<file path="src/rtl/rst_stretch.sv">
module rst_stretch #(
  parameter int QUAL_CYCLES = 5,
  parameter int HOLD_CYCLES = 255,
  parameter int SYNC_STAGES = 2,
  parameter int DOMAINS     = 3
) (
  input  logic               clk,
  input  logic               arst_n,
  input  logic               pin_rst_n,
  output logic [DOMAINS-1:0] dom_rst_n
);

  localparam int QW = $clog2(QUAL_CYCLES + 1);
  localparam int HW = $clog2(HOLD_CYCLES + 1);

  typedef enum logic [1:0] {S_RUN = 2'd0, S_HOLD = 2'd1, S_WAIT = 2'd2} st_t;

  logic [SYNC_STAGES-1:0] sync_q;
  logic [QW-1:0]          qual_q, qual_d;
  logic [HW-1:0]          hold_q, hold_d;
  st_t                    st_q, st_d;
  logic                   pin_low;
  logic                   active_d;

  always_ff @(posedge clk or negedge arst_n)
    if (!arst_n) sync_q <= '1;
    else         sync_q <= {sync_q[SYNC_STAGES-2:0], pin_rst_n};

  assign pin_low = ~sync_q[SYNC_STAGES-1];

  always_comb begin
    st_d   = st_q;
    qual_d = qual_q;
    hold_d = hold_q;
    case (st_q)
      S_RUN:
        if (pin_low) begin
          if (qual_q == QW'(QUAL_CYCLES - 1)) begin
            st_d   = S_HOLD;
            qual_d = '0;
            hold_d = '0;
          end else begin
            qual_d = qual_q + 1'b1;
          end
        end else begin
          qual_d = '0;
        end
      S_HOLD:
        if (hold_q == HW'(HOLD_CYCLES - 1)) begin
          st_d   = pin_low ? S_WAIT : S_RUN;
          hold_d = '0;
        end else begin
          hold_d = hold_q + 1'b1;
        end
      S_WAIT:
        if (!pin_low) begin
          st_d   = S_HOLD;
          hold_d = '0;
        end
      default: begin
        st_d   = S_HOLD;
        hold_d = '0;
        qual_d = '0;
      end
    endcase
  end

  assign active_d = (st_d != S_RUN);

  always_ff @(posedge clk or negedge arst_n)
    if (!arst_n) begin
      st_q   <= S_HOLD;
      qual_q <= '0;
      hold_q <= '0;
    end else begin
      st_q   <= st_d;
      qual_q <= qual_d;
      hold_q <= hold_d;
    end

  for (genvar g = 0; g < DOMAINS; g++) begin : g_dom
    logic out_q;
    always_ff @(posedge clk or negedge arst_n)
      if (!arst_n) out_q <= 1'b0;
      else         out_q <= ~active_d;
    assign dom_rst_n[g] = out_q;
  end

endmodule

</file>
<file path="config.mk">
export PLATFORM = sky130hd
export DESIGN_NAME = rst_stretch
export DESIGN_NICKNAME = d
export VERILOG_FILES = /design/src/rtl/rst_stretch.sv
export SDC_FILE = /design/constraint.sdc
export NUM_CORES = 1
export LEC_CHECK = 0
export ABC_CLOCK_PERIOD_IN_PS = 2850
export BUFFER_PORTS_ARGS = -buffer_cell sky130_fd_sc_hd__buf_4
export CORE_UTILIZATION = 41
export CTS_CLUSTER_DIAMETER = 40
export DETAILED_ROUTE_END_ITERATION = 10
export HOLD_SLACK_MARGIN = 0.12
export PLACE_DENSITY_LB_ADDON = 0.12
export SYNTH_ARGS = -nofsm -noshare
export SYNTH_HDL_FRONTEND = slang
export SYNTH_SLANG_ARGS = --single-unit
</file>
<file path="constraint.sdc">
create_clock -name clk -period 2.85 [get_ports clk]
set_input_delay 0.1425 -clock clk [delete_from_list [all_inputs] [get_ports clk]]
set_output_delay 0.1425 -clock clk [all_outputs]
set_load 0.05 [all_outputs]
</file>
# == Word-level counts from Yosys, hierarchy flattened ==
# Index checks and enable logic that the tools add are counted.
# word_totals
reg_bits,16
input_bits,3
output_inout_bits,3
word_cells,33
# op_classes
n_addsub,2
eq_ne,7
mux,14
bitwise_logic,1
reduce_logical,4
# op_table
cell,count
two-way mux 8 bit,4
one-hot mux 8 bit (3 select lines),1
two-way mux 2 bit,5
"adder 8 x 1 -> 8 bit, second input constant",1
"== test 8 bit, second input constant",1
two-way mux 3 bit,2
"inequality test 2 bit, second input constant",3
one-hot mux 2 bit (3 select lines),1
one-hot mux 3 bit (2 select lines),1
"adder 3 x 1 -> 3 bit, second input constant",1
"== test 3 bit, second input constant",1
AND reduction 3 bit,1
"== test 2 x 1 -> 1 bit, second input constant",1
"== test 2 bit, second input constant",1
zero test 2 bit,1
nonzero test 2 bit,1
OR reduction 2 bit,1
inverter 1 bit,1

# == Longest topological paths before layout ==
# Gate-level depths: netlist of run 1.
# depth
word_depth,6
depth_mapped,6
depth_no_buf,6

# == Worst setup path before layout of run 1 ==
# No wires, ideal clock.
# synth_path
kind,reg-to-reg
from,register st_q[0]
to,register hold_q[6]
setup_time_ns,0.087
t_arrival_ns,1.866
required_ns,2.763
path_slack_ns,0.897
stages_incl_launch_ff,7
n_path_buf,0
period_less_slack_ns,1.953
cell_sequence,dfstp_2 inv_1 ha_1 mux2_4 a21o_4 or4_1 o211ai_1
# synth_via
elab_chain_len,3
word_cells_on_any_way,8
classes_between,eq/ne (5); mux (1); reduce/logical (2)
# synth_lines
item,line,rtl
start: declaration,21,"st_t st_q, st_d;"
start signal: assignment,76,st_q <= st_d;
== test 2 bit or zero test 2 bit (tied branches),35,case (st_q)
inequality test 2 bit (no source line),-,
AND reduction 3 bit (no source line),-,
end signal: assignment,78,hold_q <= hold_d;
end: declaration,20,"logic [HW-1:0] hold_q, hold_d;"
# Parallel ways exist; a longest one is shown, timed or not.
# A chain may end at the register's enable or synchronous reset.

# == Worst setup path after layout of run 1 ==
# Ends and elaborated chain as after synthesis.

==> results.yml, run 1 <==
clocking:
  cts_buffers: 3
  clkTransAtPathRegs_ns: 0.10
  cts_tree: "yes"
  ctsResizeCount: 0
  clock_latency_ns: 0.28
  clock_sinks: 16
  clk_path_buf_depth: 2
  h-tree-depth: 1
  root_buffer: "clkbuf_4"
global_routing:
  grt_first_pass_wirelength_um: 2620
  overflow: 0
  grt_pass1_vias: 618
  grt_max_degree: 17
  grt.total_usage_pct: 14.5
  antenna_found_initial: 0
drt:
  drt_pass1_iterations: 4
  ant_nets: 0
  drc: 0
  dr.first_iter.drc_count: 16
  vias: 663
  wire_per_inst_um: 12.1
  vias_per_cell: 5.35
  routed_wl_um: 1500
cells_and_area:
  n_antenna_cell: 0
  drive_above_1_share_pct: 17.5
  syn_to_final_growth_pct: 11.6
  fillers: 188
  fin_nets: 109
yosys:
  netlist_area_um2: 906
  synthTopCellsByCount: "13 x dfrtp_1, 8 x ha_1, 8 x nor2_1, 7 x a22o_1, 7 x nand2_1"
  synth-seq-area-share_pct: 44.6
  ys_async_sr_fraction_pct: 100
  synth.largest_area_cell: "dfrtp_1"
  synthDistinctLibCells: 26
  synthTopCellsByArea: "dfrtp_1 36%, ha_1 11%, dfstp_2 8.7%, a22o_1 6.8%, o21ai_0 3.3%"
  synth-warning-count: 0
  syn_nets: 100
  synth_top_family_by_area: "simple AND/OR/NAND/NOR gates"
  synth_compound_area_share_pct: 18.4
  synthMostInstantiatedCell: "dfrtp_1"
  synth_edf_count: 0
  ys_ff_latch: 16
  synth_fa_ha_area_share_pct: 11.0
  syn_inst: 89
  synthesis.area_per_instance_um2: 10.2
  yosys.area_share.simple_pct: 18.5
  synthFlopType: "dfrtp_1"
  yosys.area.top_type_share_pct: 35.9
  synth_xor_area_share_pct: 0
  synthMuxAreaShare_pct: 2.90
critical_path:
  slowest_delay_ns: 0.57
  path_max_fanout: 6
  crit_slowest_cell: "dfstp_2"
  critPathRequiredTime_ns: 3.06
  worstSetupEndpointType: "flop"
  worst-setup-path-type: "flop to flop"
  crit_arrival_ns: 2.26
  path_cells: "inv_1, ha_1, mux2_4, a21o_4, or4_1, o211ai_1"
  critPathLaunchType: "flop"
sta:
  rsz0062_at_grt: "no"
  period_minus_slack_ns: 2.05
  maxSlewViolCount: 0
  finalHoldViolCount: 0
  setup_violations: 0
  clock_skew_ns: 0.00136
  fin_tns_setup_ns: 0
  fmax_ghz: 0.488
  setup_slack_ns: 0.801
  relSlewSlack_pct: 72.0
  worstMarginPinSlew_ns: 0.418
  min_period_over_period_pct: 71.9
job:
  maxCapViolCount: 0
min_path:
  hold_path_class: "input pin to asynchronous set/reset pin"
place:
  post-place-ws_ns: 0.816
  place.gp.congestion: 0.749
  port_buffers: 5
  dpl.hpwl_um: 1110
floorplan:
  start_util_pct: 44.8
  coreArea_um2: 2020
  dieArea_um2: 2400
  core.rowCount: 16
  die_h_um: 49.0
  die_x_um: 49.0
  boundaryPins: 6
status:
  outcome: "finished, final reports clean"
pwr:
  cellPowerDensity_nw_per_um2: 575
  vdd_drop_max_mv: 0.304
  p_leak_uw: 0.000452
-- worst max-delay path, delay by kind of cell, from the launching register on --
kind / cells / cell delay (ns)
DFF: 1 / 0.57
and+or+nand+nor: 1 / 0.50
AOI/OAI and AO/OA: 2 / 0.30
muxes: 1 / 0.28
adders and majority gates: 1 / 0.25
buffers and inverters: 1 / 0.06
-- final timing paths --
| check | slack (ns) | start | to | cells after the start |
|---|---|---|---|---|
| setup / recovery | 0.80 | st_q[0] | hold_q[6] | 6 |
| hold / removal | 0.24 | arst_n | qual_q[0] | 2 |
| setup reg to reg | 0.80 | st_q[0] | hold_q[6] | 6 |
| hold reg to reg | 0.36 | sync_q[0] | sync_q[1] | 0 |
| max in group asynchronous | 2.36 | arst_n | st_q[0] | 2 |
| min in group clk | 0.36 | sync_q[0] | sync_q[1] | 0 |
-- per-stage QoR --
stage	instance area, µm²	utilization, %	total power, µW	hold WS (ns)	std cells
3_5_place_dp	955	47.2	435	0.0137	118
5_1_grt	1010	50.0	618	0.252	124
2_1_floorplan	906	-	403	-0.153	89
6_report	1010	50.0	582	0.240	124
3_3_place_gp	955	47.2	429	0.0130	118
4_1_cts	1010	50.0	585	0.243	124
-- state kept, by name, summed over array words and instances (netlist names) --
name	count
g_dom.out_q	1
hold_q	8
qual_q	3
st_q	2
sync_q	2
-- logic make-up after synthesis --
kind of cell / Yosys count
buf+inv: 8
fa+ha+maj: 8
mux: 2
flops: 16
compound gates: 22
simple gates: 33
-- per-layer routing --
layer / vias up / track usage [%] / share of wire (%)
li1: 335 / - / -
met2: 13 / 22.5 / 44
met3: 4 / 2.80 / 3.1
met1: 311 / 19.2 / 51
met5: - / 0 / 0
met4: 0 / 7.35 / 1.9
-- timing repair --
action / in CTS / in global routing
hold buffers: 2 / 0
hold endpoints to repair: 17 / 0
setup buffers: 0 / 0
-- cells in the final DEF (no fill, tap or decap), types with 4 or more instances in the layout --
master,synthesis,final
ha_1,8,8
dfrtp_1,13,13
a22o_1,7,7
nand2_1,7,7
inv_1,5,5
buf_4,3,5
nand3_1,5,5
nor2_1,8,8
o21ai_0,6,6
nor2b_1,4,4
-- power breakdown --
| group | switching (µW) | leakage (µW) | internal [µW] |
|---|---|---|---|
| Sequential | 22.9 | 0.000206 | 253 |
| Combinational | 93.7 | 0.000225 | 61.5 |
| Clock | 72.2 | 0.0000210 | 77.7 |
-- final cells by class --
cell class	instances	area [µm²]	share of cell area, %
repair buffers	7	57.6	5.69
multi-input cells	65	460	45.5
clock buffers	4	36.3	3.59
flip-flops and latches	16	404	40.0
inverters	5	18.8	1.86
well taps	27	33.8	3.34
No activity file was read; power rests on OpenSTA's default activity.
==> inputs of run 2 (changes only) <==
--- a/config.mk
+++ b/config.mk
@@ -5,7 +5,7 @@
 export SDC_FILE = /design/constraint.sdc
 export NUM_CORES = 1
 export LEC_CHECK = 0
-export ABC_CLOCK_PERIOD_IN_PS = 2850
+export ABC_CLOCK_PERIOD_IN_PS = 2100
 export BUFFER_PORTS_ARGS = -buffer_cell sky130_fd_sc_hd__buf_4
 export CORE_UTILIZATION = 41
 export CTS_CLUSTER_DIAMETER = 40
==> constraint.sdc (replaced) <==
create_clock -name clk -period 2.1 [get_ports clk]
set_input_delay 0.105 -clock clk [delete_from_list [all_inputs] [get_ports clk]]
set_output_delay 0.105 -clock clk [all_outputs]
set_load 0.05 [all_outputs]
==> run 2 against run 1 <==
  * Count of clock-buffer cells in the layout stayed put
  * Utilization is 1.6 points higher
  * Largest cell class unchanged
  * Largest power group unchanged
  * Non-clock buffer count is 4 higher
  * Clock skew hardly changed
  * Sequential share of layout area is 1.2 points lower
  * Critical endpoint unchanged
  * Critical path depth stayed put
  * Register-to-register slack worse by 0.69 ns
  * Clock power is 39% higher
==> results.yml, run 2 (synthesized netlist as in run 1, its figures left out) <==
status:
  outcome: "finished, final reports clean"
floorplan:
  core.rowCount: 16
  boundaryPins: 6
  dieArea_um2: 2400
  die_x_um: 49.0
  coreArea_um2: 2020
  start_util_pct: 44.8
  die_h_um: 49.0
cells_and_area:
  reg_top3: "hold_q x8, qual_q x3"
  syn_to_final_growth_pct: 15.2
  drive_above_1_share_pct: 21.8
  regMostFlops: "hold_q"
  n_antenna_cell: 0
  largest_register_ffs: 8
  fillers: 192
  layout_commonest_cell: "dfrtp_1"
  ff_latch_area_um2: 404
  mostFrequentLayoutCells: "13 x dfrtp_1, 9 x buf_4, 8 x nor2_1"
  fin_nets: 113
  multi_input_area_um2: 463
sta:
  relSlewSlack_pct: 74.8
  setup_violations: 0
  worstMarginPinSlew_ns: 0.377
  maxSlewViolCount: 0
  rsz0062_at_grt: "no"
  clock_skew_ns: 0.00100
  finalHoldViolCount: 0
  min_period_over_period_pct: 94.9
  period_minus_slack_ns: 1.99
  fmax_ghz: 0.502
  fin_tns_setup_ns: 0
min_path:
  hold_path_class: "input pin to asynchronous set/reset pin"
pwr:
  cellPowerDensity_nw_per_um2: 773
  p_sw_share_pct: 32.6
  vdd_drop_max_mv: 0.319
  clkPwrFrac_pct: 26.0
  switchingPower_uw: 263
  p_int_uw: 543
  total_power_uw: 806
  p_leak_uw: 0.000471
  pwr-share-comb_pct: 27.6
  p_seq_share_pct: 46.4
global_routing:
  grt_first_pass_wirelength_um: 2920
  overflow: 0
  antenna_found_initial: 0
  grt_max_degree: 17
  grt.total_usage_pct: 16.0
  grt_pass1_vias: 686
drt:
  ant_nets: 0
  wire_per_inst_um: 12.5
  vias_per_cell: 5.30
  vias: 678
  drt_pass1_iterations: 3
  drc: 0
  routed_wl_um: 1600
  dr.first_iter.drc_count: 7
clocking:
  clkTransAtPathRegs_ns: 0.10
  cts_tree: "yes"
  cts_buffers: 3
  clk_path_buf_depth: 2
  h-tree-depth: 1
  clock_latency_ns: 0.29
  root_buffer: "clkbuf_4"
  clock_sinks: 16
place:
  dpl.hpwl_um: 1160
  port_buffers: 5
  place.gp.congestion: 0.746
critical_path:
  worst-setup-path-type: "flop to flop"
  crit_arrival_ns: 2.20
  critPathLaunchType: "flop"
  r2r_slack_ns: 0.11
  path_max_fanout: 6
  critPathRequiredTime_ns: 2.31
  worstSetupEndpointType: "flop"
job:
  maxCapViolCount: 0
-- run 2: worst paths after layout --
check	start	to	depth (start not counted)
min	arst_n	qual_q[2]	2
min in group clk	sync_q[0]	sync_q[1]	0
max in group asynchronous	arst_n	st_q[0]	2
max reg2reg	st_q[0]	hold_q[6]	6
min reg2reg	sync_q[0]	sync_q[1]	0
max	st_q[0]	hold_q[6]	6
-- run 2: metal layers --
| metal | share of wire [%] | global-route usage (%) | up-vias | routed length (µm) |
|---|---|---|---|---|
| met1 | 49 | 19.9 | 324 | 791 |
| met3 | 2.6 | 3.43 | 4 | 41 |
| met4 | 2.3 | 8.82 | 0 | 36 |
| met5 | 0 | 0 | - | 0 |
| met2 | 46 | 25.9 | 10 | 730 |
| li1 | - | - | 340 | - |
-- run 2: layout make-up --
type	instances	share of cell area (%)
Multi-Input combinational cell	65	44.4
Sequential cell	16	38.7
Timing Repair Buffer	11	8.39
Clock buffer	4	3.48
Tap cell	27	3.24
Inverter	5	1.80
-- run 2: worst max-delay path, cell delays in order, from the launching register on --
cell	delay, ns
dfstp_2	0.57
inv_1	0.06
ha_1	0.21
mux2_4	0.27
a21o_4	0.21
or4_1	0.49
o211ai_1	0.10
-- run 2: timing repair --
item	4_1_cts	5_1_grt
hold endpoints to repair	17	0
hold buffers	2	0
buffers inserted	0	1
gates resized for setup	0	1
endpoints found under the setup margin	0	1
-- run 2: power groups by stage --
stage          Clock [µW]  Sequential, µW  Combinational (µW)
6_report              209             374                 222
5_1_grt               226             382                 251
4_1_cts               216             375                 220
3_5_place_dp            0             381                 217
3_3_place_gp            0             379                 215
2_1_floorplan           0             374                 173
-- run 2: metrics by stage --
stage                     hold slack, ns  instances  utilization, %  setup WS [ns]  instance area (µm²)
after global routing               0.207        128            51.6         0.0344                 1040
final                              0.200        128            51.6          0.108                 1040
after floorplan                   -0.191         89               -          0.147                  906
after detailed placement         -0.0178        121            48.3         0.0949                  977
after global placement           -0.0225        121            48.3          0.136                  977
after CTS                          0.201        127            51.1         0.0689                 1030
